==> src/rtl/tap_sel_pkg.sv <==
package tap_sel_pkg;
   typedef enum logic {
      RATIO_HIGH = 1'b0,
      RATIO_LOW  = 1'b1
   } ratio_e;
endpackage

==> src/rtl/tap_vin_cmp.sv <==
// Input-voltage comparator with a hysteresis band; holds the requested ratio.
module tap_vin_cmp
   import tap_sel_pkg::*;
#(
   parameter int VW     = 10,
   parameter int THRESH = 420,
   parameter int HYST   = 5
) (
   input  logic          clk,
   input  logic          rst_n,
   input  logic [VW-1:0] sample,
   input  logic          valid,
   output ratio_e        want
);
   localparam logic [VW-1:0] UP_C = VW'(THRESH + HYST);
   localparam logic [VW-1:0] DN_C = VW'(THRESH - HYST);

   ratio_e want_q;

   always_ff @(posedge clk) begin
      if (!rst_n) begin
         want_q <= RATIO_HIGH;
      end else if (valid) begin
         if (want_q == RATIO_HIGH && sample > UP_C) begin
            want_q <= RATIO_LOW;
         end else if (want_q == RATIO_LOW && sample < DN_C) begin
            want_q <= RATIO_HIGH;
         end
      end
   end

   assign want = want_q;
endmodule

==> src/rtl/tap_zc_det.sv <==
// Zero-crossing detector: sign change against previous sample, or small magnitude.
module tap_zc_det #(
   parameter int LW     = 12,
   parameter int ZC_WIN = 20
) (
   input  logic                 clk,
   input  logic                 rst_n,
   input  logic signed [LW-1:0] line,
   output logic                 zc_hit,
   output logic                 sign_flip
);
   localparam int            MW    = LW + 1;
   localparam logic [MW-1:0] WIN_C = MW'(ZC_WIN);

   logic          prev_sign;
   logic          prev_vld;
   logic [MW-1:0] ext;
   logic [MW-1:0] mag;

   always_ff @(posedge clk) begin
      if (!rst_n) begin
         prev_sign <= 1'b0;
         prev_vld  <= 1'b0;
      end else begin
         prev_sign <= line[LW-1];
         prev_vld  <= 1'b1;
      end
   end

   always_comb begin
      ext = {line[LW-1], line};
      mag = line[LW-1] ? (~ext + MW'(1)) : ext;
   end

   assign sign_flip = prev_vld && (prev_sign != line[LW-1]);
   assign zc_hit    = sign_flip || (mag <= WIN_C);
endmodule

==> src/rtl/tap_lockout.sv <==
// Half-cycle lockout counter armed by each ratio change.
module tap_lockout #(
   parameter int LOCK_HALF = 2
) (
   input  logic clk,
   input  logic rst_n,
   input  logic arm,
   input  logic tick,
   output logic active
);
   localparam int CW = (LOCK_HALF < 2) ? 1 : $clog2(LOCK_HALF + 1);
   localparam logic [CW-1:0] LOAD_C = CW'(LOCK_HALF);

   logic [CW-1:0] cnt;

   always_ff @(posedge clk) begin
      if (!rst_n) begin
         cnt <= '0;
      end else if (arm) begin
         cnt <= LOAD_C;
      end else if (tick && cnt != '0) begin
         cnt <= cnt - CW'(1);
      end
   end

   assign active = (cnt != '0);
endmodule

==> src/rtl/tap_selector.sv <==
// Transformer tap selector: applies ratio changes only at line zero crossings.
module tap_selector
   import tap_sel_pkg::*;
#(
   parameter int VW        = 10,
   parameter int LW        = 12,
   parameter int THRESH    = 420,
   parameter int HYST      = 5,
   parameter int ZC_WIN    = 20,
   parameter int LOCK_HALF = 2,
   parameter bit RELAY_INV = 1'b0
) (
   input  logic                 clk,
   input  logic                 rst_n,
   input  logic                 en,
   input  logic [VW-1:0]        vin_sample,
   input  logic                 vin_valid,
   input  logic signed [LW-1:0] line_ref,
   output logic                 relay_on,
   output logic                 ratio_low,
   output logic                 change_pending
);
   if (HYST < 0 || HYST >= THRESH) begin : g_bad_hyst
      $error("tap_selector: HYST must lie in 0..THRESH-1");
   end
   if (THRESH + HYST >= (1 << VW)) begin : g_bad_thr
      $error("tap_selector: THRESH+HYST does not fit in VW bits");
   end
   if (ZC_WIN < 0 || ZC_WIN >= (1 << (LW - 1))) begin : g_bad_win
      $error("tap_selector: ZC_WIN out of range for LW");
   end
   if (LOCK_HALF < 1) begin : g_bad_lock
      $error("tap_selector: LOCK_HALF must be at least 1");
   end

   ratio_e want;
   ratio_e applied_q;
   logic   zc_hit;
   logic   sign_flip;
   logic   lock_active;
   logic   apply;

   tap_vin_cmp #(.VW(VW), .THRESH(THRESH), .HYST(HYST)) u_cmp (
      .clk    (clk),
      .rst_n  (rst_n),
      .sample (vin_sample),
      .valid  (vin_valid),
      .want   (want)
   );

   tap_zc_det #(.LW(LW), .ZC_WIN(ZC_WIN)) u_zc (
      .clk       (clk),
      .rst_n     (rst_n),
      .line      (line_ref),
      .zc_hit    (zc_hit),
      .sign_flip (sign_flip)
   );

   assign apply = en && (want != applied_q) && zc_hit && !lock_active;

   tap_lockout #(.LOCK_HALF(LOCK_HALF)) u_lock (
      .clk    (clk),
      .rst_n  (rst_n),
      .arm    (apply),
      .tick   (sign_flip),
      .active (lock_active)
   );

   always_ff @(posedge clk) begin
      if (!rst_n) begin
         applied_q <= RATIO_HIGH;
      end else if (apply) begin
         applied_q <= want;
      end
   end

   assign ratio_low      = (applied_q == RATIO_LOW);
   assign change_pending = (want != applied_q);

   if (RELAY_INV) begin : g_relay_inv
      assign relay_on = ~ratio_low;
   end else begin : g_relay_dir
      assign relay_on = ratio_low;
   end
endmodule

==> config.mk <==
export PLATFORM = sky130hd
export DESIGN_NAME = tap_selector
export DESIGN_NICKNAME = d
export VERILOG_FILES = /design/src/rtl/tap_sel_pkg.sv /design/src/rtl/tap_vin_cmp.sv /design/src/rtl/tap_zc_det.sv /design/src/rtl/tap_lockout.sv /design/src/rtl/tap_selector.sv
export SDC_FILE = /design/constraint.sdc
export NUM_CORES = 1
export LEC_CHECK = 0
export ABC_AREA = 1
export BUFFER_PORTS_ARGS = -buffer_cell sky130_fd_sc_hd__buf_2
export CAP_MARGIN = 20
export CORE_UTILIZATION = 40
export CTS_CLUSTER_DIAMETER = 120
export CTS_CLUSTER_SIZE = 25
export DETAILED_ROUTE_END_ITERATION = 8
export GPL_TIMING_DRIVEN = 0
export PLACE_DENSITY_LB_ADDON = 0.15
export SETUP_SLACK_MARGIN = 0.5
export SLEW_MARGIN = 25
export SYNTH_ARGS = -nofsm -noshare
export SYNTH_HDL_FRONTEND = slang
export SYNTH_SLANG_ARGS = --single-unit
export TNS_END_PERCENT = 30
==> constraint.sdc <==
create_clock -name clk -period 2.08 [get_ports clk]
set_clock_uncertainty 0.2 [all_clocks]
set_input_delay 0.208 -clock clk [delete_from_list [all_inputs] [get_ports clk]]
set_output_delay 0.208 -clock clk [all_outputs]
set_load 0.1 [all_outputs]
# Word-level counts from Yosys, hierarchy flattened
# Cells that the tools add are included.
dict set report totals {
  output_inout_bits 3
  n_memories 0
  reg_bits 6
  latch_bits 0
  inputBits 26
  ramBits 0
  wordCells 36
  mem_bits_ro 0
}
dict set report op_classes {
  div 0
  n_reduce_logical 14
  shifts 0
  n_mux 6
  n_eq_ne 2
  n_bitwise 3
  n_mul 0
  order_cmp 3
  addsub 2
}
# cell n
set op_table {}
lappend op_table {{adder 13 x 1 -> 13 bit, second input constant} 1}
lappend op_table {{<= comparator 13 x 5 -> 1 bit, second input constant} 1}
lappend op_table {{2-to-1 mux 13 bit} 1}
lappend op_table {{inverter 13 bit} 1}
lappend op_table {{greater-than comparator 10 x 9 -> 1 bit, second input constant} 1}
lappend op_table {{< comparator 10 x 9 -> 1 bit, second input constant} 1}
lappend op_table {{logical AND 1 bit} 7}
lappend op_table {{nonzero test 2 bit} 3}
lappend op_table {{2-to-1 mux 2 bit} 2}
lappend op_table {{2-to-1 mux 1 bit} 3}
lappend op_table {{!= test 1 bit} 2}
lappend op_table {{inverter 1 bit} 2}
lappend op_table {{AND reduction 2 bit} 1}
lappend op_table {{OR reduction 2 bit} 1}
lappend op_table {{subtractor 2 x 1 -> 2 bit, second input constant} 1}
lappend op_table {{logical NOT 1 bit} 1}
lappend op_table {{logical OR 1 bit} 1}

# Logic depth before layout (Yosys ltp)
dict set report depth {
  ltp_word 8
  depth_mapped 17
  ltp_nobuf 17
}

# Modules after synthesis
# A second synthesis with hierarchy kept.
dict set report hier_totals {
  cells_unflattened 139
  hier_area_um2 723.2
}
# module area_each_um2 cells_per_inst seq_area_each_um2 instances
set by_module_without_submodules {}
lappend by_module_without_submodules {tap_zc_det 431.7 91 40.0 1}
lappend by_module_without_submodules {tap_lockout 116.4 18 40.0 1}
lappend by_module_without_submodules {tap_vin_cmp 102.6 19 20.0 1}
lappend by_module_without_submodules {tap_selector 72.6 11 20.0 1}

# Worst setup path after synthesis
# OpenSTA, ideal clock, no wires.
dict set report synth_timing {
  kind {reg-to-reg}
  startpoint {register applied_q, in the netlist ratio_low}
  endpoint {register u_lock.cnt[0]}
  arrival_time_ns 3.029
  required_time_ns 1.764
  stages_incl_launch_ff 6
  period_less_slack_ns 3.345
  path_slack_ns -1.265
  setup_time_ns 0.116
  path_buffers 0
  cell_sequence {dfxtp_1 -> xor2_1 -> nand2_1 -> nor2_1 -> nand2_2 -> and3_1}
}
dict set report synth_via {
  elab_chain_cells 5
}
# item line_no
set synth_rtl {}
lappend synth_rtl {{start: declaration} tap_selector.sv:37} ;# ratio_e applied_q;
lappend synth_rtl {{start signal: assignment} tap_selector.sv:73} ;# applied_q <= want;
lappend synth_rtl {{!= test 1 bit} n/a}
lappend synth_rtl {{net change_pending} tap_selector.sv:21} ;# output logic change_pending
lappend synth_rtl {{logical AND 1 bit (3 in series)} tap_selector.sv:59} ;# assign apply = en && (want != applied_q) && zc_hit && !lock_active;
lappend synth_rtl {{OR reduction 2 bit (no source line)} n/a}
lappend synth_rtl {{end signal: assignment} tap_lockout.sv:22} ;# cnt <= cnt - CW'(1);
lappend synth_rtl {{end: declaration} tap_lockout.sv:14} ;# logic [CW-1:0] cnt;
# The timed path passes the listed nets, and every way through them passes these cells.
# A chain may end at the register's enable or synchronous reset.

# Worst setup path after layout
dict set report layout_timing {
  startpoint {input port line_ref[1]}
  endpoint {register u_lock.cnt[0]}
}
dict set report layout_via {
  elab_chain_cells 8
}
# item line_no
set layout_rtl {}
lappend layout_rtl {{start: declaration} tap_selector.sv:18} ;# input logic signed [LW-1:0] line_ref,
lappend layout_rtl {{inverter 13 bit} tap_zc_det.sv:32} ;# mag = line[LW-1] ? (~ext + MW'(1)) : ext;
lappend layout_rtl {{adder 13 x 1 -> 13 bit} tap_zc_det.sv:32}
lappend layout_rtl {{2-to-1 mux 13 bit (*)} tap_zc_det.sv:32}
lappend layout_rtl {{<= comparator 13 x 5 -> 1 bit (*)} tap_zc_det.sv:36} ;# assign zc_hit = sign_flip || (mag <= WIN_C);
lappend layout_rtl {{logical OR 1 bit (*)} tap_zc_det.sv:36}
lappend layout_rtl {{logical AND 1 bit (*) (2 in series)} tap_selector.sv:59}
lappend layout_rtl {{OR reduction 2 bit (no source line) (*)} n/a}
# Every way passes the cells marked *; elsewhere a longest branch is shown, timed or not.

==> impl_metrics.toml <==
[run_status]
run_status = "finished with violations"
violations_in_the_final_reports = "design-rule violations"

[layout]
final-instance-count-excl-fill = 179
mostFrequentLayoutCells = "nand2_1 (39), buf_2 (24), inv_1 (20)"
drive_above_1_share = 0.325
finalInstanceArea_um2 = 1000
finalNetCount = 192
syn2layout_area_growth_pct = 43.6
most_common_cell_after_layout_fill_and_taps_aside = "nand2_1"
num-fill-cells = 161
num_antenna_cells = 0

[synth]
number_of_enable_type_register_cells_in_the_synthesized_netlist = 0
yosysWarnings = 0
synth.lib_cells_used.distinct = 21
syn_area_um2 = 699
synth_top_flop_cell = "dfxtp_1"
synthTopCellsByArea = "nand2_1 (21%), dfxtp_1 (17%), nand3_1 (13%), inv_1 (12%), nor2_1 (5.9%)"
ys_seq_elements = 6
synth_sequential_area_ratio = 0.172
yosys.area.top_type_share = 0.209
yosysTopAreaCell = "nand2_1"
synthCells = 128
synthesis.area_per_instance_um2 = 5.46
syn_nets = 156
synth-async-reset-ratio = 0

[die]
initial_standard_cell_utilization_of_the_core = 0.444
die_h_um = 43.8
core_um2 = 1580
design.die.area_um2 = 1920
die_width_um = 43.8
io_pins = 29
fp-row-count = 14

[clock_tree]
cts.clk_slew.worst_paths_ns = 0.05
tritoncts = "done"
cts_root_buf = "clkbuf_4"
numClockSinks = 6
total_cts_buffers = 3
cts_max_path_buffers = 2
cts_max_level = 1
clk_latency_ns = 0.25

[critical_path]
setup.reg_to_reg.worst_slack_ns = 0.71
setup.worst_path.end_class = "flop"
worstSetupEndpoint = "u_lock.cnt[0]$_SDFFE_PP0P_"
arrival_ns = 1.52
worstSetupStartpoint = "line_ref[1]"
cp_max_fo = 5
timing.reg2reg.worst_path_depth = 6
timing.critical_path.required_ns = 2.02
worstReg2RegStart = "u_lock.cnt[0]$_SDFFE_PP0P_"
setup.worst_path.start_class = "input pin"
worstReg2RegEnd = "u_lock.cnt[0]$_SDFFE_PP0P_"
crit_path_category = "input pin to flop"

[global_routing]
maximum_number_of_pins_on_one_net_before_global_route_repair = 11
gr-usage-all-layers = 0.177
first_global_vias = 723
first_pass_grt_wire_length_um = 2660
grt_antenna_before_repair = 0
sum_of_overflow_across_all_layers_after_global_routing = 0

[hold_path]
hp-class = "input pin to flop"

[sta]
rsz0062_at_grt = "yes"
finalHoldViolCount = 0
timing.final.setup_violations = 0
post-route-min-period_ns = 1.57
fin_setup_tns_ns = 0
final-max-slew-violation-count = 0
hold-worst-slack_ns = 0.0108
timing.max_slew.rel_slack = 0.679
period_share = 0.757
clock.fmax_mhz = 635
worst-slew-pin-transition_ns = 0.484

[route]
totalWireLength_um = 1610
firstDrtPassIters = 6
routedWlPerCell_um = 8.99
drc_errors = 2
detailedRoute.firstIterationViolations = 22
antenna_left = 0
vias = 860
drt-vias-per-instance = 4.80

[placement]
placedCellCount = 171
post_dp_cell_area_um2 = 880
port-buffer-count = 27
gp_congestion = 0.799
detailed_place_hpwl_um = 1270

[power_and_ir_drop]
power.leakage_nw = 0.565
ir_worst_vdd_mv = 0.290
power_density_nw_per_um2 = 412

[run]
cap_viol_max_count = 0
[state kept, by name (all words and copies together), names as in the netlist]
name,cells
u_cmp.want,1
u_zc.prev_vld,1
u_zc.prev_sign,1
u_lock.cnt,2
ratio_low,1
[how the worst min path moves through the flow]
stage | depth (start not counted) | slack (ns) | endpoint | from
6_report | 3 | 0.01 | u_zc.prev_sign$_SDFF_PN0_ | line_ref[11]
5_1_grt | 3 | 0.01 | u_zc.prev_sign$_SDFF_PN0_ | line_ref[11]
3_3_place_gp | 1 | 0.18 | u_zc.prev_vld$_DFF_P_ | rst_n
2_1_floorplan | 0 | 0.04 | u_zc.prev_vld$_DFF_P_ | rst_n
3_5_place_dp | 1 | 0.18 | u_zc.prev_vld$_DFF_P_ | rst_n
4_1_cts | 3 | 0.007 | u_zc.prev_sign$_SDFF_PN0_ | line_ref[11]
[critical path, cell delays in order]
cell and delay, ns:
buf_8 0.10, inv_4 0.05, ha_4 0.14, inv_4 0.04, nor2_4 0.13, nand3_4 0.09
nand2_4 0.09, nand3b_1 0.07, nand2_1 0.07, nand2_1 0.06, nor2_1 0.10, nand2_1 0.07
nand2_2 0.09, nand2_2 0.06, and3_4 0.14
[cell usage after synthesis, types with 2 or more instances]
cell / number
dfxtp_1: 6
nand2_2: 3
a21oi_1: 5
nand2_1: 39
and3_1: 2
nand3_1: 18
inv_1: 23
xor2_1: 2
nor2_2: 4
ha_1: 2
o21ai_0: 4
nor2_1: 11
[power breakdown]
group	switching, mW	internal (mW)
clock	0.0464	0.0730
sequential	0.00468	0.120
combinational	0.0989	0.0705
total	0.150	0.264
[layer usage]
layer	vias to the layer above	GRT usage	routed length (um)
li1	466	-	-
met1	368	0.223	708
met2	26	0.307	818
met3	0	0.0500	84
met4	0	0.0188	0
met5	-	0	0
[final cells by class]
cell class | count | area [um^2] | area share
inverter | 24 | 97.6 | 0.0971
clock buffer | 4 | 26.3 | 0.0262
buffer | 3 | 32.5 | 0.0324
multi-input combinational | 95 | 518 | 0.516
tap | 16 | 20.0 | 0.0199
sequential | 6 | 124 | 0.123
timing repair buffer | 31 | 186 | 0.186
[per-stage QoR]
step	setup slack [ns]	util	power [mW]
final	0.506	0.637	0.414
after global routing	0.359	0.637	0.451
after CTS	0.413	0.583	0.400
after detailed placement	0.153	0.558	0.277
after global placement	0.171	0.558	0.272
after floorplan	0.102	-	0.232
[cell families (layout without fill, tap and decap cells)]
family                   Yosys count  count (layout)  share of synthesized area
AND/OR/NAND/NOR                   79              79                      0.497
buffers and inverters             27              62                      0.175
AO/OA/AOI/OAI                     12              12                     0.0948
flip-flops                         6               6                      0.172
adder cells (fa/ha/maj)            2               2                     0.0358
XOR/XNOR                           2               2                     0.0250
[what timing repair did]
item / CTS / global route
gates resized for setup: 1 / 17
cloned: 0 / 0
pin swaps: 0 / 8
buffers inserted: 0 / 3
endpoints found under the hold margin: 1 / 0
hold buffers: 1 / 0
endpoints found under the setup margin: 4 / 5
Power figures use the tool's default switching activity.
